--- config.mk ---
export PLATFORM = sky130hd
export DESIGN_NAME = vf_seq
export DESIGN_NICKNAME = d
export VERILOG_FILES = /design/src/rtl/vf_pkg.sv /design/src/rtl/vf_pending.sv /design/src/rtl/vf_dwell_timer.sv /design/src/rtl/vf_lock_timer.sv /design/src/rtl/vf_seq.sv
export SDC_FILE = /design/constraint.sdc
export NUM_CORES = 1
export LEC_CHECK = 0
export ABC_AREA = 1
export BUFFER_PORTS_ARGS = -buffer_cell sky130_fd_sc_hd__buf_2
export CAP_MARGIN = 20
export CORE_ASPECT_RATIO = 0.7
export CORE_MARGIN = 2
export CORE_UTILIZATION = 50
export CTS_CLUSTER_SIZE = 25
export DETAILED_ROUTE_END_ITERATION = 6
export GPL_ROUTABILITY_DRIVEN = 0
export GPL_TIMING_DRIVEN = 0
export PLACE_DENSITY = 0.66
export SYNTH_ARGS = -nofsm -noshare
export SYNTH_HDL_FRONTEND = slang
export SYNTH_SLANG_ARGS = --single-unit
--- constraint.sdc ---
create_clock -name clk -period 6.2 [get_ports clk]
set_input_delay 0 -clock clk [delete_from_list [all_inputs] [get_ports clk]]
set_output_delay 0 -clock clk [all_outputs]
set_load 0.01 [all_outputs]
--- src/rtl/vf_pkg.sv ---
package vf_pkg;
    typedef enum logic [1:0] {
        ST_IDLE      = 2'd0,
        ST_RAMP_PRE  = 2'd1,
        ST_RELOCK    = 2'd2,
        ST_RAMP_POST = 2'd3
    } vf_state_e;
endpackage

--- src/rtl/vf_pending.sv ---
module vf_pending #(
    parameter int RATIO_W = 8,
    parameter int VID_W   = 6
) (
    input  logic               clk,
    input  logic               rst_n,
    input  logic               wr_en,
    input  logic [RATIO_W-1:0] wr_ratio,
    input  logic [VID_W-1:0]   wr_vid,
    input  logic               take,
    output logic               valid,
    output logic [RATIO_W-1:0] ratio,
    output logic [VID_W-1:0]   vid
);
    typedef struct packed {
        logic               v;
        logic [RATIO_W-1:0] r;
        logic [VID_W-1:0]   c;
    } slot_t;

    slot_t slot_d, slot_q;

    always_comb begin
        slot_d = slot_q;
        if (take) slot_d.v = 1'b0;
        if (wr_en) begin
            slot_d.v = 1'b1;
            slot_d.r = wr_ratio;
            slot_d.c = wr_vid;
        end
    end

    always_ff @(posedge clk or negedge rst_n) begin
        if (!rst_n) slot_q <= '0;
        else        slot_q <= slot_d;
    end

    assign valid = slot_q.v;
    assign ratio = slot_q.r;
    assign vid   = slot_q.c;

    // a newer write always replaces the parked request
    a_r6_last_write_wins: assert property (@(posedge clk) disable iff (!rst_n)
        wr_en |=> (valid && ratio == $past(wr_ratio) && vid == $past(wr_vid)));
endmodule

--- src/rtl/vf_dwell_timer.sv ---
module vf_dwell_timer #(
    parameter int W = 8
) (
    input  logic         clk,
    input  logic         rst_n,
    input  logic         clr,
    input  logic         load,
    input  logic [W-1:0] val,
    input  logic         dec,
    output logic         zero
);
    logic [W-1:0] cnt_d, cnt_q;

    always_comb begin
        cnt_d = cnt_q;
        if (clr)       cnt_d = '0;
        else if (load) cnt_d = val;
        else if (dec)  cnt_d = cnt_q - W'(1);
    end

    always_ff @(posedge clk or negedge rst_n) begin
        if (!rst_n) cnt_q <= '0;
        else        cnt_q <= cnt_d;
    end

    assign zero = (cnt_q == '0);

    // the dwell count never wraps below zero
    a_r4_no_underflow: assert property (@(posedge clk) disable iff (!rst_n)
        (dec && !clr && !load) |-> !zero);
endmodule

--- src/rtl/vf_lock_timer.sv ---
module vf_lock_timer #(
    parameter int W = 10
) (
    input  logic         clk,
    input  logic         rst_n,
    input  logic         clr,
    input  logic         inc,
    input  logic [W-1:0] budget,
    output logic         expired
);
    logic [W-1:0] cnt_d, cnt_q;
    logic [W:0]   used;

    always_comb begin
        cnt_d = cnt_q;
        if (clr)      cnt_d = '0;
        else if (inc) cnt_d = cnt_q + W'(1);
    end

    always_ff @(posedge clk or negedge rst_n) begin
        if (!rst_n) cnt_q <= '0;
        else        cnt_q <= cnt_d;
    end

    assign used    = {1'b0, cnt_q} + (W+1)'(1);
    assign expired = (used >= {1'b0, budget});

    // the counter only advances while the budget is not used up
    a_r7_inc_below_budget: assert property (@(posedge clk) disable iff (!rst_n)
        (inc && !clr) |=> (cnt_q != '0));
endmodule

--- src/rtl/vf_seq.sv ---
module vf_seq
    import vf_pkg::*;
#(
    parameter int RATIO_W   = 8,
    parameter int VID_W     = 6,
    parameter int DWELL_W   = 8,
    parameter int LOCK_W    = 10,
    parameter int RST_RATIO = 10,
    parameter int RST_VID   = 20
) (
    input  logic               clk,
    input  logic               rst_n,
    input  logic               req_valid,
    input  logic [RATIO_W-1:0] req_ratio,
    input  logic [VID_W-1:0]   req_vid,
    input  logic [DWELL_W-1:0] dwell_cycles,
    input  logic [LOCK_W-1:0]  lock_budget,
    input  logic               pll_lock,
    output logic [VID_W-1:0]   vid_o,
    output logic [RATIO_W-1:0] ratio_o,
    output logic               stall_o,
    output logic               busy_o,
    output logic               timeout_o
);
    localparam logic [RATIO_W-1:0] RATIO_INIT = RATIO_W'(RST_RATIO);
    localparam logic [VID_W-1:0]   VID_INIT   = VID_W'(RST_VID);

    typedef struct packed {
        vf_state_e          st;
        logic [RATIO_W-1:0] ratio;
        logic [VID_W-1:0]   vid;
        logic [RATIO_W-1:0] tgt_ratio;
        logic [VID_W-1:0]   tgt_vid;
        logic               down;
        logic               timeout;
    } ctl_t;

    ctl_t ctl_d, ctl_q;

    logic               pend_v;
    logic [RATIO_W-1:0] pend_r;
    logic [VID_W-1:0]   pend_c;
    logic               take;
    logic               dw_clr, dw_load, dw_dec, dw_zero;
    logic               lk_clr, lk_inc, lk_expired;

    assign take = (ctl_q.st == ST_IDLE) && pend_v;

    vf_pending #(.RATIO_W(RATIO_W), .VID_W(VID_W)) u_pend (
        .clk(clk), .rst_n(rst_n),
        .wr_en(req_valid), .wr_ratio(req_ratio), .wr_vid(req_vid),
        .take(take),
        .valid(pend_v), .ratio(pend_r), .vid(pend_c)
    );

    vf_dwell_timer #(.W(DWELL_W)) u_dwell (
        .clk(clk), .rst_n(rst_n),
        .clr(dw_clr), .load(dw_load), .val(dwell_cycles), .dec(dw_dec),
        .zero(dw_zero)
    );

    vf_lock_timer #(.W(LOCK_W)) u_lock (
        .clk(clk), .rst_n(rst_n),
        .clr(lk_clr), .inc(lk_inc), .budget(lock_budget),
        .expired(lk_expired)
    );

    always_comb begin
        ctl_d   = ctl_q;
        dw_clr  = 1'b0;
        dw_load = 1'b0;
        dw_dec  = 1'b0;
        lk_clr  = 1'b0;
        lk_inc  = 1'b0;
        case (ctl_q.st)
            ST_IDLE: begin
                if (pend_v) begin
                    ctl_d.tgt_ratio = pend_r;
                    ctl_d.tgt_vid   = pend_c;
                    ctl_d.down      = 1'b0;
                    if (pend_r > ctl_q.ratio) begin
                        ctl_d.st = ST_RAMP_PRE;
                        dw_clr   = 1'b1;
                    end else if (pend_r < ctl_q.ratio) begin
                        ctl_d.st    = ST_RELOCK;
                        ctl_d.ratio = pend_r;
                        ctl_d.down  = 1'b1;
                        lk_clr      = 1'b1;
                    end else if (pend_c != ctl_q.vid) begin
                        ctl_d.st = ST_RAMP_POST;
                        dw_clr   = 1'b1;
                    end
                end
            end
            ST_RAMP_PRE, ST_RAMP_POST: begin
                if (ctl_q.vid == ctl_q.tgt_vid) begin
                    if (ctl_q.st == ST_RAMP_PRE) begin
                        ctl_d.st    = ST_RELOCK;
                        ctl_d.ratio = ctl_q.tgt_ratio;
                        lk_clr      = 1'b1;
                    end else begin
                        ctl_d.st = ST_IDLE;
                    end
                end else if (dw_zero) begin
                    ctl_d.vid = (ctl_q.tgt_vid > ctl_q.vid) ? ctl_q.vid + VID_W'(1)
                                                            : ctl_q.vid - VID_W'(1);
                    dw_load   = 1'b1;
                end else begin
                    dw_dec = 1'b1;
                end
            end
            ST_RELOCK: begin
                if (pll_lock || lk_expired) begin
                    if (!pll_lock) ctl_d.timeout = 1'b1;
                    if (ctl_q.down) begin
                        ctl_d.st = ST_RAMP_POST;
                        dw_clr   = 1'b1;
                    end else begin
                        ctl_d.st = ST_IDLE;
                    end
                end else begin
                    lk_inc = 1'b1;
                end
            end
            default: ctl_d.st = ST_IDLE;
        endcase
    end

    always_ff @(posedge clk or negedge rst_n) begin
        if (!rst_n) begin
            ctl_q.st        <= ST_IDLE;
            ctl_q.ratio     <= RATIO_INIT;
            ctl_q.vid       <= VID_INIT;
            ctl_q.tgt_ratio <= RATIO_INIT;
            ctl_q.tgt_vid   <= VID_INIT;
            ctl_q.down      <= 1'b0;
            ctl_q.timeout   <= 1'b0;
        end else begin
            ctl_q <= ctl_d;
        end
    end

    assign vid_o     = ctl_q.vid;
    assign ratio_o   = ctl_q.ratio;
    assign stall_o   = (ctl_q.st == ST_RELOCK);
    assign busy_o    = (ctl_q.st != ST_IDLE) || pend_v;
    assign timeout_o = ctl_q.timeout;

    // voltage code moves by exactly one per change
    a_r4_unit_step: assert property (@(posedge clk) disable iff (!rst_n)
        (vid_o != $past(vid_o)) |->
        (vid_o == $past(vid_o) + VID_W'(1) || vid_o == $past(vid_o) - VID_W'(1)));
    // the PLL ratio only moves as a stall begins
    a_r5_ratio_with_stall: assert property (@(posedge clk) disable iff (!rst_n)
        (ratio_o != $past(ratio_o)) |-> $rose(stall_o));
    // voltage is frozen while the PLL relocks
    a_r3_vid_frozen_in_stall: assert property (@(posedge clk) disable iff (!rst_n)
        stall_o |-> $stable(vid_o));
    // an upward move reaches the voltage target before relock
    a_r2_vid_before_relock: assert property (@(posedge clk) disable iff (!rst_n)
        ($rose(stall_o) && !ctl_q.down) |-> (vid_o == ctl_q.tgt_vid));
    // the timeout flag is sticky
    a_r7_timeout_sticky: assert property (@(posedge clk) disable iff (!rst_n)
        timeout_o |=> timeout_o);
    // a stall never occurs outside a busy period
    a_r9_stall_implies_busy: assert property (@(posedge clk) disable iff (!rst_n)
        stall_o |-> busy_o);
    // a parked request survives a running transition
    a_r6_pending_held: assert property (@(posedge clk) disable iff (!rst_n)
        (pend_v && ctl_q.st != ST_IDLE) |=> pend_v);
endmodule

---- After elaboration in Yosys (flattened, before gate mapping) ----
Index checks and enable logic that the tools add are counted.
word-level totals
  register bits after elaboration ......... 65
  output and inout bits ................... 17
cells by class
  $add $sub $neg .......................... 5
  order comparisons ....................... 4
  equal/unequal tests ..................... 12
  multiplexer cells ....................... 42
  bitwise operators ....................... 2
  reduce and logical (&&, ||, !) cells .... 16
operators by type and width
  kind                     number
  $mux W8                  6
  $mux W10                 4
  $mux W1                  20
  $pmux W8 S2              1
  $mux W15                 1
  $mux W2                  6
  $add A10 B1 Y11 const B  1
  $ge A11 B10 Y1           1
  $add A10 B1 Y10 const B  1
  $gt A8 B8 Y1             1
  $logic_not A8 Y1         1
  $lt A8 B8 Y1             1
  $reduce_bool A2 Y1       4
  $sub A8 B1 Y8 const B    1
  $add A6 B1 Y6 const B    1
  $eq A6 B6 Y1             1
  $gt A6 B6 Y1             1
  $mux W6                  1
  $ne A2 B1 Y1 const B     3
  $ne A2 B2 Y1 const B     3
  $ne A6 B6 Y1             1
  $pmux W2 S3              1
  $reduce_and A3 Y1        2
  $reduce_and A6 Y1        1
  13 further kinds         17

---- Longest topological paths before layout ----
Gate-level depths: netlist of run 1.
  word-level depth ........................ 7
  mapped depth ............................ 16

---- Cells and area by module ----
Synthesis of run 1 repeated with hierarchy kept, for this count alone.
unflattened totals
  cells, all modules ...................... 559
  area, all modules ....................... 4205.3 µm²
modules (own cells, without submodules)
  module          times used  cells an instance  area an instance (µm²)
  vf_seq          1           289                2192.1
  vf_lock_timer   1           119                850.8
  vf_dwell_timer  1           88                 595.6
  vf_pending      1           63                 566.8

---- Worst setup path before layout of run 1 ----
Ideal clock, no wire load.
  path kind ............................... reg-to-reg
  start ................................... register ctl_q, in the netlist vid_o[4]
  end ..................................... register ctl_q, in the netlist vid_o[5]
  setup time .............................. 117 ps
  data arrival time ....................... 2394 ps
  path slack .............................. 3689 ps
  stages on the path, launching flop included .. 15
  path through ............................ dfstp_2 -> inv_1 -> ha_1 -> nand2_1 -> nor2_1 -> o21ai_0 -> o211ai_1 -> nand2_1 -> ha_1 -> a21o_1 -> nand2_1 -> nand3_1 -> nand3b_1 -> nand4_1 -> nand2_1
between the ends
  cells in the longest elaborated chain, start to end .. 3
ends and longest elaborated chain
  item                                                   RTL line       source
  start, declared                                        vf_seq.sv:38   ctl_t ctl_d, ctl_q;
  start signal, assigned                                 vf_seq.sv:139  ctl_q <= ctl_d;
  branches (longest 3 deep; another with $sub A6 B1 Y6)  --
Parallel ways; which one is timed is not known.
A chain may end at the register's enable or synchronous reset.

---- Final worst setup path of run 1 ----
Ends and elaborated chain as after synthesis.

==> flow_summary.yaml, run 1 <==
outcome:
  status: "complete, no violations"
synthesis:
  synth.distinct_cells: 35
  syn_area_um2: 4129
  syn-num-nets: 592
  avgSynthCellArea_um2: 7.880
  ys_ff_latch: 65
  synthesis.instances: 524
  yosysSeqAreaShare: 0.3964
  yosysWarningCount: 0
final_layout:
  finalInstanceArea_um2: 5089
  insertedDiodeCount: 0
  final_core_util: 0.6410
  layout.cells.non_filler: 714
  layout-drive-gt1-share: 0.1892
  nNetsFinal: 676
  areaGrowthSynthToFinish_pct: 23.24
  layout_common_cells: "nand2_1 (142), inv_1 (81), dfrtp_1 (57), buf_2 (52), o21ai_0 (51)"
  layout_commonest_cell: "nand2_1"
clock_network:
  cts-root-buf: "clkbuf_16"
  cts-htree-levels: 3
  clockBufferDepth: 2
  cts_buffers: 9
  cts_tree: "yes"
  postCtsSetupBuffers: 0
  cts_sinks: 65
  clkTransAtPathRegs_ns: 0.05
  clk_latency_ns: 0.34
pwr:
  power_switching_mw: 0.9441
  swShare: 0.3945
  power_density_nw_per_um2: 470.3
  power_frac_seq: 0.285
  p_clk_frac: 0.251
  max-vdd-ir-drop_mv: 0.3475
  pwr-share-comb: 0.464
  p_total_mw: 2.393
  intPower_mw: 1.449
  p_leak_nw: 2.687
timing:
  finalHoldViolations: 0
  fmax_mhz: 347.7
  fin_skew_ns: 0.006358
  rsz0062_at_grt: "false"
  period_share: 0.4639
  drv_slew: 0
  setup_viol: 0
  hold_ws_ns: 0.03533
  slew_headroom: 0.4504
  finalWorstSetupSlack_ns: 3.324
  tightest_slew_ns: 0.8244
  finalSetupTns_ns: 0
  period_minus_slack_ns: 2.876
critical_path:
  critPathMaxFanout: 6
  worstSetupStartpointType: "register"
  r2r_slack_ns: 3.32
  critPathMaxStageDelay_ns: 0.57
  path_class: "reg2reg"
  worstRegToRegCells: 14
  reg2reg_to: "vid_o[5]$_DFFE_PN0P_"
  cpMaxStageDelayCell: "dfstp_2"
  crit_top_cell: "nand2_1"
  crit_path_end_kind: "register"
  cp_cell_sequence: "inv_1 -> ha_1 -> nand2_1 -> nor2_1 -> o21ai_0 -> o211ai_1 -> nand2_1 -> ha_1 -> a21o_1 -> nand2_1 -> nand3_1 -> nand3b_1 -> nand4_1 -> nand2_1"
  required_ns: 6.42
  arrival_ns: 3.10
  crit_end: "vid_o[5]$_DFFE_PN0P_"
  cp-startpoint: "vid_o[4]$_DFFE_PN1P_"
  reg2reg_from: "vid_o[4]$_DFFE_PN1P_"
global_route:
  antenna_found_initial: 0
  grt_pass1_vias: 3509
  grt_use_total: 0.2259
  grt_overflow: 0
  grt_max_degree: 66
  grt_pass1_wl_um: 16030
die:
  chipHeight_um: 80.03
  core_area_um2: 7939
  ioPinCount: 53
  rows: 27
  die_area_um2: 9013
  die_x_um: 112.6
  start_util: 0.5201
placement:
  dp_hpwl_um: 6568
  place_area_um2: 4513
  place_inst: 676
  numPortBuffers: 51
  dp_slack_ns: 3.345
detailed_routing:
  drc: 0
  post_drt_wl_per_cell_um: 12.76
  dr.pass1.iters: 4
  route.vias.total: 3541
  first_iter_violations: 164
  routed_wl_um: 9109
  via_per_inst: 4.959
  postRouteAntennaNets: 0
worst_hold_path:
  hp-class: "in2reg"
job:
  max-cap-violations: 0
-- registers in the layout, indices dropped and copies added (netlist names) --
register       count
u_dwell.cnt_q      8
u_pend.ratio       8
u_pend.vid         6
ctl_q             17
timeout_o          1
ratio_o            8
u_pend.valid       1
vid_o              6
u_lock.cnt_q      10
-- power by group through the flow --
stage / logic, mW / clock network, mW / registers, mW
after detailed placement: 1.10 / 0 / 0.686
after CTS: 1.12 / 0.609 / 0.681
final: 1.11 / 0.600 / 0.682
after floorplan: 0.864 / 0 / 0.659
after global routing: 1.28 / 0.629 / 0.702
after global placement: 1.07 / 0 / 0.681
-- kinds of logic after synthesis --
| logic type | synth area share |
|---|---|
| simple gates | 0.2415 |
| buf+inv | 0.1182 |
| compound gates | 0.1130 |
| flops | 0.3964 |
| fa+ha+maj | 0.09879 |
| xor+xnor | 0.02970 |
| mux | 0.002424 |
-- layer usage --
layer  vias to the layer above  wire length [um]  global-route usage
li1                       1832                 -                   -
met1                      1636              4562              0.3006
met2                        67              4044              0.3671
met3                         6               419             0.06834
met4                         0                82             0.04756
met5                         -                 0                   0
-- synthesized netlist by cell type --
cell / count / share of area
buf_4: 15 / 0.027
o21bai_1: 2 / 0.0036
nor2_1: 22 / 0.020
xor2_1: 12 / 0.025
a31oi_1: 2 / 0.0030
clkinv_2: 1 / 0.0012
nand3_2: 2 / 0.0048
a21oi_1: 11 / 0.013
o21ai_1: 12 / 0.015
nor2_2: 3 / 0.0045
mux2i_1: 1 / 0.0024
buf_6: 2 / 0.0055
dfrtp_1: 57 / 0.35
nand2_1: 142 / 0.13
a21o_1: 3 / 0.0055
clkbuf_1: 5 / 0.0045
nand3b_1: 1 / 0.0018
nand2_4: 1 / 0.0027
nand3_4: 3 / 0.013
xnor2_1: 2 / 0.0042
buf_2: 2 / 0.0024
and3_1: 2 / 0.0030
nand3_1: 19 / 0.023
nand3b_4: 1 / 0.0048
nand4_1: 12 / 0.018
o211ai_1: 5 / 0.0091
inv_1: 81 / 0.074
a21oi_2: 1 / 0.0021
ha_1: 31 / 0.094
inv_2: 4 / 0.0036
fa_1: 1 / 0.0048
nand2_2: 2 / 0.0030
nor2_4: 5 / 0.014
dfstp_2: 8 / 0.051
o21ai_0: 51 / 0.062
-- cell type report --
cell class                      instances  area [um2]
Sequential cell                        65        1637
Clock inverter                          4       98.84
Fill cell                             723        2850
Clock buffer                           12       256.5
Multi-Input combinational cell        349        2004
Buffer                                 24       163.9
Timing Repair Buffer                   73       478.0
Tap cell                              101       126.4
Inverter                               86       324.1
-- worst min-delay path by stage --
| stage | start | endpoint | slack, ns | cells past startpoint |
|---|---|---|---|---|
| floorplan | rst_n | ctl_q[10]$_DFFE_PN0P_ | -0.30 | 0 |
| global placement | req_ratio[6] | u_pend.ratio[6]$_DFFE_PN0P_ | 0.20 | 3 |
| detailed placement | rst_n | vid_o[5]$_DFFE_PN0P_ | 0.16 | 1 |
| CTS | dwell_cycles[7] | u_dwell.cnt_q[7]$_DFFE_PN0P_ | 0.02 | 5 |
| global route | pll_lock | timeout_o$_DFFE_PN0P_ | 0.05 | 3 |
| finish | dwell_cycles[7] | u_dwell.cnt_q[7]$_DFFE_PN0P_ | 0.04 | 5 |
-- worst max-delay path: cells and delay by family, from the launching register on --
family / cells / cell delay (ns)
buffers and inverters: 1 / 0.10
adder cells (fa/ha/maj): 2 / 0.69
flip-flops: 1 / 0.57
AND/OR/NAND/NOR: 8 / 0.94
AO/OA/AOI/OAI: 3 / 0.47
-- what timing repair did --
action / 4_1_cts / 5_1_grt
resized for setup: 0 / 0
hold buffers: 22 / 0
hold endpoints to repair: 78 / 0
(Power assumes the default switching activity.)
==> run 2: changes to the inputs <==
- clock period: 6.2 -> 2.7 ns (I/O delays scaled with it)
==> run 2 against run 1 <==
Total power rose by 150%. Core utilization rose by 2.1 points. Critical path depth rose by 2. Combinational power rose to 2.6 times the previous value. Routed wire length rose by 4.2%. Worst hold slack improved by 0.018 ns. Highest routed layer unchanged.
==> flow_summary.yaml, run 2 (synthesis results as in run 1) <==
global_route:
  antenna_found_initial: 0
  use_met2: 0.3743
  grt_max_degree: 66
  globalRoute.busiestLayer: "met2"
  grt.met3_usage: 0.06834
  grt_overflow: 0
  grt_pass1_vias: 3543
  grt_use_total: 0.2286
  grt_pass1_wl_um: 16220
  use_met1: 0.3025
die:
  die_x_um: 112.6
  die_area_um2: 9013
  rows: 27
  core_area_um2: 7939
  ioPinCount: 53
  start_util: 0.5201
  chipHeight_um: 80.03
job:
  max-cap-violations: 0
pwr:
  p_total_mw: 5.885
  max-vdd-ir-drop_mv: 0.9228
  intPower_mw: 3.564
  power_switching_mw: 2.320
  p_clk_frac: 0.234
  swShare: 0.3943
  p_leak_nw: 2.741
  power_frac_seq: 0.265
  pwr-share-comb: 0.500
  power_density_nw_per_um2: 1120
clock_network:
  cts_tree: "yes"
  cts_sinks: 65
  cts_buffers: 9
  clk_latency_ns: 0.34
  clockBufferDepth: 2
  clkTransAtPathRegs_ns: 0.05
  cts-htree-levels: 3
  cts-root-buf: "clkbuf_16"
detailed_routing:
  first_iter_violations: 158
  via_per_inst: 4.974
  dr.pass1.iters: 4
  drc: 0
  post_drt_wl_per_cell_um: 13.14
  routed_wl_um: 9490
  postRouteAntennaNets: 0
  route.vias.total: 3591
placement:
  place_inst: 676
  dp_slack_ns: -0.1550
  numPortBuffers: 51
  place_area_um2: 4513
  dp_hpwl_um: 6568
timing:
  finalSetupTns_ns: 0
  finalHoldViolations: 0
  hold_ws_ns: 0.05351
  setup_viol: 0
  period_share: 0.9446
  tightest_slew_ns: 0.8319
  fmax_mhz: 392.1
  period_minus_slack_ns: 2.550
  fin_skew_ns: 0.006153
  drv_slew: 0
  slew_headroom: 0.4454
  finalWorstSetupSlack_ns: 0.1497
final_layout:
  multi_input_area_um2: 2113
  layout_commonest_cell: "nand2_1"
  insertedDiodeCount: 0
  largest_reg_flops: 17
  final_core_util: 0.6619
  layout-drive-gt1-share: 0.2287
  nNetsFinal: 684
  finalInstanceArea_um2: 5255
  fillers: 697
  regArea_um2: 1640
  reg_top3: "ctl_q: 17 flops, u_lock.cnt_q: 10 flops"
  layout_common_cells: "nand2_1 (138), inv_1 (79), dfrtp_1 (54), buf_2 (52), o21ai_0 (50)"
  areaGrowthSynthToFinish_pct: 27.27
  layout.cells.non_filler: 722
  regMostFlops: "ctl_q"
critical_path:
  path_class: "reg2reg"
  reg2reg_to: "vid_o[5]$_DFFE_PN0P_"
  crit_top_cell: "nand2_1"
  crit_path_end_kind: "register"
  arrival_ns: 2.77
  critPathBufInv: 2
  reg2reg_from: "vid_o[4]$_DFFE_PN1P_"
  cp_cell_sequence: "inv_2 -> ha_1 -> nand2_2 -> nor2_4 -> o21ai_1 -> o211ai_1 -> nand2_2 -> ha_4 -> nand2_1 -> inv_1 -> nand4_1 -> nand3_2 -> nand3b_1 -> nand3_1 -> nand2_1 -> nand2_1"
  worstSetupStartpointType: "register"
  critPathMaxStageDelay_ns: 0.53
  critPathMaxFanout: 6
  cpMaxStageDelayCell: "dfstp_2"
  r2r_slack_ns: 0.15
  required_ns: 2.92
  crit_family: "simple AND/OR/NAND/NOR gates"
  worstRegToRegCells: 16
worst_hold_path:
  hp-class: "in2reg"
  hold-path-cell-count: 3
  min_from: "pll_lock"
  hold_end: "timeout_o$_DFFE_PN0P_"
outcome:
  status: "complete, no violations"
## run 2: changes by cell type in the layout (fill, tap and decap cells not counted), sizes merged
cell / change
buf: +7
inv: +1
clkinv: -1
nand2: +1
## run 2: cell type report
cell class                      instances  share of cell area
Multi-Input combinational cell        350              0.4021
Sequential cell                        65              0.3121
Timing Repair Buffer                   80              0.1010
Inverter                               86             0.06190
Clock buffer                           12             0.04881
Buffer                                 24             0.03119
Tap cell                              101             0.02405
Clock inverter                          4             0.01881
## run 2: how the worst max path moves through the flow
stage / from / end / slack, ns / depth (start not counted)
after floorplan: vid_o[4]$_DFFE_PN1P_ / vid_o[5]$_DFFE_PN0P_ / 0.19 / 14
after global placement: vid_o[4]$_DFFE_PN1P_ / vid_o[5]$_DFFE_PN0P_ / -0.13 / 14
after detailed placement: vid_o[4]$_DFFE_PN1P_ / vid_o[5]$_DFFE_PN0P_ / -0.15 / 14
after CTS: vid_o[3]$_DFFE_PN0P_ / vid_o[5]$_DFFE_PN0P_ / 0.03 / 14
after global routing: u_lock.cnt_q[0]$_DFFE_PN0P_ / u_dwell.cnt_q[7]$_DFFE_PN0P_ / -0.01 / 15
final: vid_o[4]$_DFFE_PN1P_ / vid_o[5]$_DFFE_PN0P_ / 0.15 / 16
## run 2: per-layer routing
metal  up-vias  wire length, um
li1       1845                -
met1      1668             4735
met2        72             4240
met3         6              448
met4         0               66
met5         -                0
## run 2: tightest hold or removal path, cell delays in order
cell	delay [ns]
buf_2	0.12
nor2_4	0.05
a21o_1	0.16
## run 2: power by group through the flow
stage                     clock network, mW  logic [mW]  registers (mW)
after CTS                              1.40        2.73            1.55
after detailed placement                  0        2.53            1.58
after global routing                   1.45        3.34            1.60
after global placement                    0        2.46            1.56
final                                  1.38        2.94            1.56
after floorplan                           0        1.98            1.51
## run 2: what timing repair did
action                                 in CTS  in global routing
setup buffers                               2                  5
endpoints found under the hold margin      78                  0
pin swaps                                   1                 14
setup endpoints to repair                   2                 24
cloned                                      0                  1
gates resized for setup                     5                 18
hold buffers                               22                  0
==> run 3: changes to the inputs <==
- BUFFER_PORTS_ARGS: -buffer_cell sky130_fd_sc_hd__buf_2 -> unset
- DONT_BUFFER_PORTS: unset -> 1
- MAX_ROUTING_LAYER: unset -> met4
- PLACE_DENSITY: 0.66 -> 0.61
- clock period: 2.7 -> 3.25 ns (I/O delays scaled with it)
==> run 3 against run 2 <==
Sequential cell count unchanged. Clock power down 23%. Core utilization down 5.1 points. Routed wire length down 5.1%. Non-clock buffer count down 55. Final cell count down 7.8%. Largest power group unchanged.
==> flow_summary.yaml, run 3 (synthesis results as in run 1) <==
outcome:
  status: "complete, no violations"
detailed_routing:
  postRouteAntennaNets: 0
  route.vias.total: 3339
  via_per_inst: 5.014
  routed_wl_um: 9009
  dr.pass1.iters: 6
  post_drt_wl_per_cell_um: 13.53
  drc: 0
  first_iter_violations: 129
clock_network:
  clkTransAtPathRegs_ns: 0.06
  cts_sinks: 65
  cts_tree: "yes"
  cts-htree-levels: 3
  postCtsSetupBuffers: 0
  cts_buffers: 9
  clk_latency_ns: 0.34
  cts-root-buf: "clkbuf_16"
  clockBufferDepth: 2
critical_path:
  cp_cell_sequence: "inv_1 -> ha_1 -> nand2_1 -> nor2_1 -> o21ai_0 -> o211ai_1 -> nand2_1 -> ha_1 -> a21o_1 -> nand2_1 -> nand3_1 -> nand3b_1 -> nand4_1 -> nand2_1"
  critPathMaxFanout: 6
  critPathMaxStageDelay_ns: 0.56
  worstSetupStartpointType: "register"
  cpMaxStageDelayCell: "dfstp_2"
  crit_top_cell: "nand2_1"
  crit_family: "simple AND/OR/NAND/NOR gates"
  crit_path_end_kind: "register"
  required_ns: 3.48
  arrival_ns: 3.11
  critPathBufInv: 1
  path_class: "reg2reg"
die:
  ioPinCount: 53
  core_area_um2: 7939
  chipHeight_um: 80.03
  die_area_um2: 9013
  rows: 27
  die_x_um: 112.6
  start_util: 0.5201
global_route:
  use_met1: 0.2921
  grt.met3_usage: 0.05543
  grt_max_degree: 66
  grt_pass1_vias: 3318
  globalRoute.busiestLayer: "met2"
  use_met2: 0.3527
  grt_use_total: 0.2263
  grt_pass1_wl_um: 15530
  grt_overflow: 0
  antenna_found_initial: 0
timing:
  tightest_slew_ns: 0.5543
  period_share: 0.8874
  fmax_mhz: 346.7
  drv_slew: 0
  slew_headroom: 0.6305
  finalHoldViolations: 0
  finalSetupTns_ns: 0
  rsz0062_at_grt: "false"
  setup_viol: 0
  period_minus_slack_ns: 2.884
  fin_skew_ns: 0.006992
placement:
  dp_hpwl_um: 6376
  numPortBuffers: 0
final_layout:
  layout-drive-gt1-share: 0.1186
  nNetsFinal: 628
  regMostFlops: "ctl_q"
  layout_common_cells: "nand2_1 (142), inv_1 (81), dfrtp_1 (57), o21ai_0 (51), ha_1 (31)"
  layout_commonest_cell: "nand2_1"
  areaGrowthSynthToFinish_pct: 17.52
  insertedDiodeCount: 0
  fillers: 734
  largest_reg_flops: 17
  reg_top3: "ctl_q: 17 flops, u_lock.cnt_q: 10 flops"
pwr:
  power_density_nw_per_um2: 909.1
  max-vdd-ir-drop_mv: 0.7124
  p_total_mw: 4.411
  p_leak_nw: 2.483
worst_hold_path:
  hp-class: "in2reg"
job:
  max-cap-violations: 0
## run 3: cell types whose count changed in the layout (fill, tap and decap cells not counted), sizes merged
cell	change
buf	-57
clkbuf	-2
clkinv	+2
dlygate4sd3	+2
bufinv	-1
clkinvlp	+1
nand2	-1
## run 3: timing repair
action / 4_1_cts / 5_1_grt
hold endpoints to repair: 91 / 0
gates resized for setup: 0 / 0
hold buffers: 25 / 0
## run 3: final timing paths
check                                           from  cells after the start  slack (ns)                     endpoint
worst min register to register  ctl_q[8]$_DFFE_PN0P_                      2        0.49         ctl_q[8]$_DFFE_PN0P_
max in group asynchronous                      rst_n                      2        2.72         vid_o[2]$_DFFE_PN1P_
min in group asynchronous                      rst_n                      2        0.19  u_pend.ratio[2]$_DFFE_PN0P_
worst max-delay path            vid_o[4]$_DFFE_PN1P_                     14        0.37         vid_o[5]$_DFFE_PN0P_
worst min-delay path                       req_valid                      3        0.12    u_pend.vid[5]$_DFFE_PN0P_
worst max register to register  vid_o[4]$_DFFE_PN1P_                     14        0.37         vid_o[5]$_DFFE_PN0P_
## run 3: where the power goes
part	internal [mW]	switching [mW]
Combinational	0.822	1.23
Clock	0.694	0.368
Sequential	1.09	0.207
Total	2.61	1.80
## run 3: area by class of cell
type,instances,area [um2],area share
multi-input cells,349,2004,0.4131
flip-flops and latches,65,1637,0.3373
inverters,86,324.1,0.06679
repair buffers,25,267.8,0.05518
clock buffers,10,239.0,0.04925
plain buffers,24,163.9,0.03378
well taps,101,126.4,0.02604
clock inverters,6,90.09,0.01857
## run 3: layer usage
metal,routed length (um),part of all wire,vias up
met5,0,0,-
met4,150,0.017,0
met3,340,0.038,14
met2,3917,0.43,54
met1,4600,0.51,1542
li1,-,-,1729
## run 3: worst min-delay path, delay by kind of cell
kind	cells	cell delay, ns
buf+inv	1	0.23
simple gates	1	0.11
compound gates	1	0.07
## run 3: through the flow
step	hold slack (ns)	cells	area [um2]	utilization	setup WS [ns]
2_1_floorplan	-0.2956	524	4129	-	0.7392
3_3_place_gp	-0.2936	625	4255	0.5360	0.4104
3_5_place_dp	-0.2938	625	4255	0.5360	0.4139
4_1_cts	0.1371	666	4852	0.6112	0.3616
5_1_grt	0.1711	666	4852	0.6112	0.1919
6_report	0.1236	666	4852	0.6112	0.3659
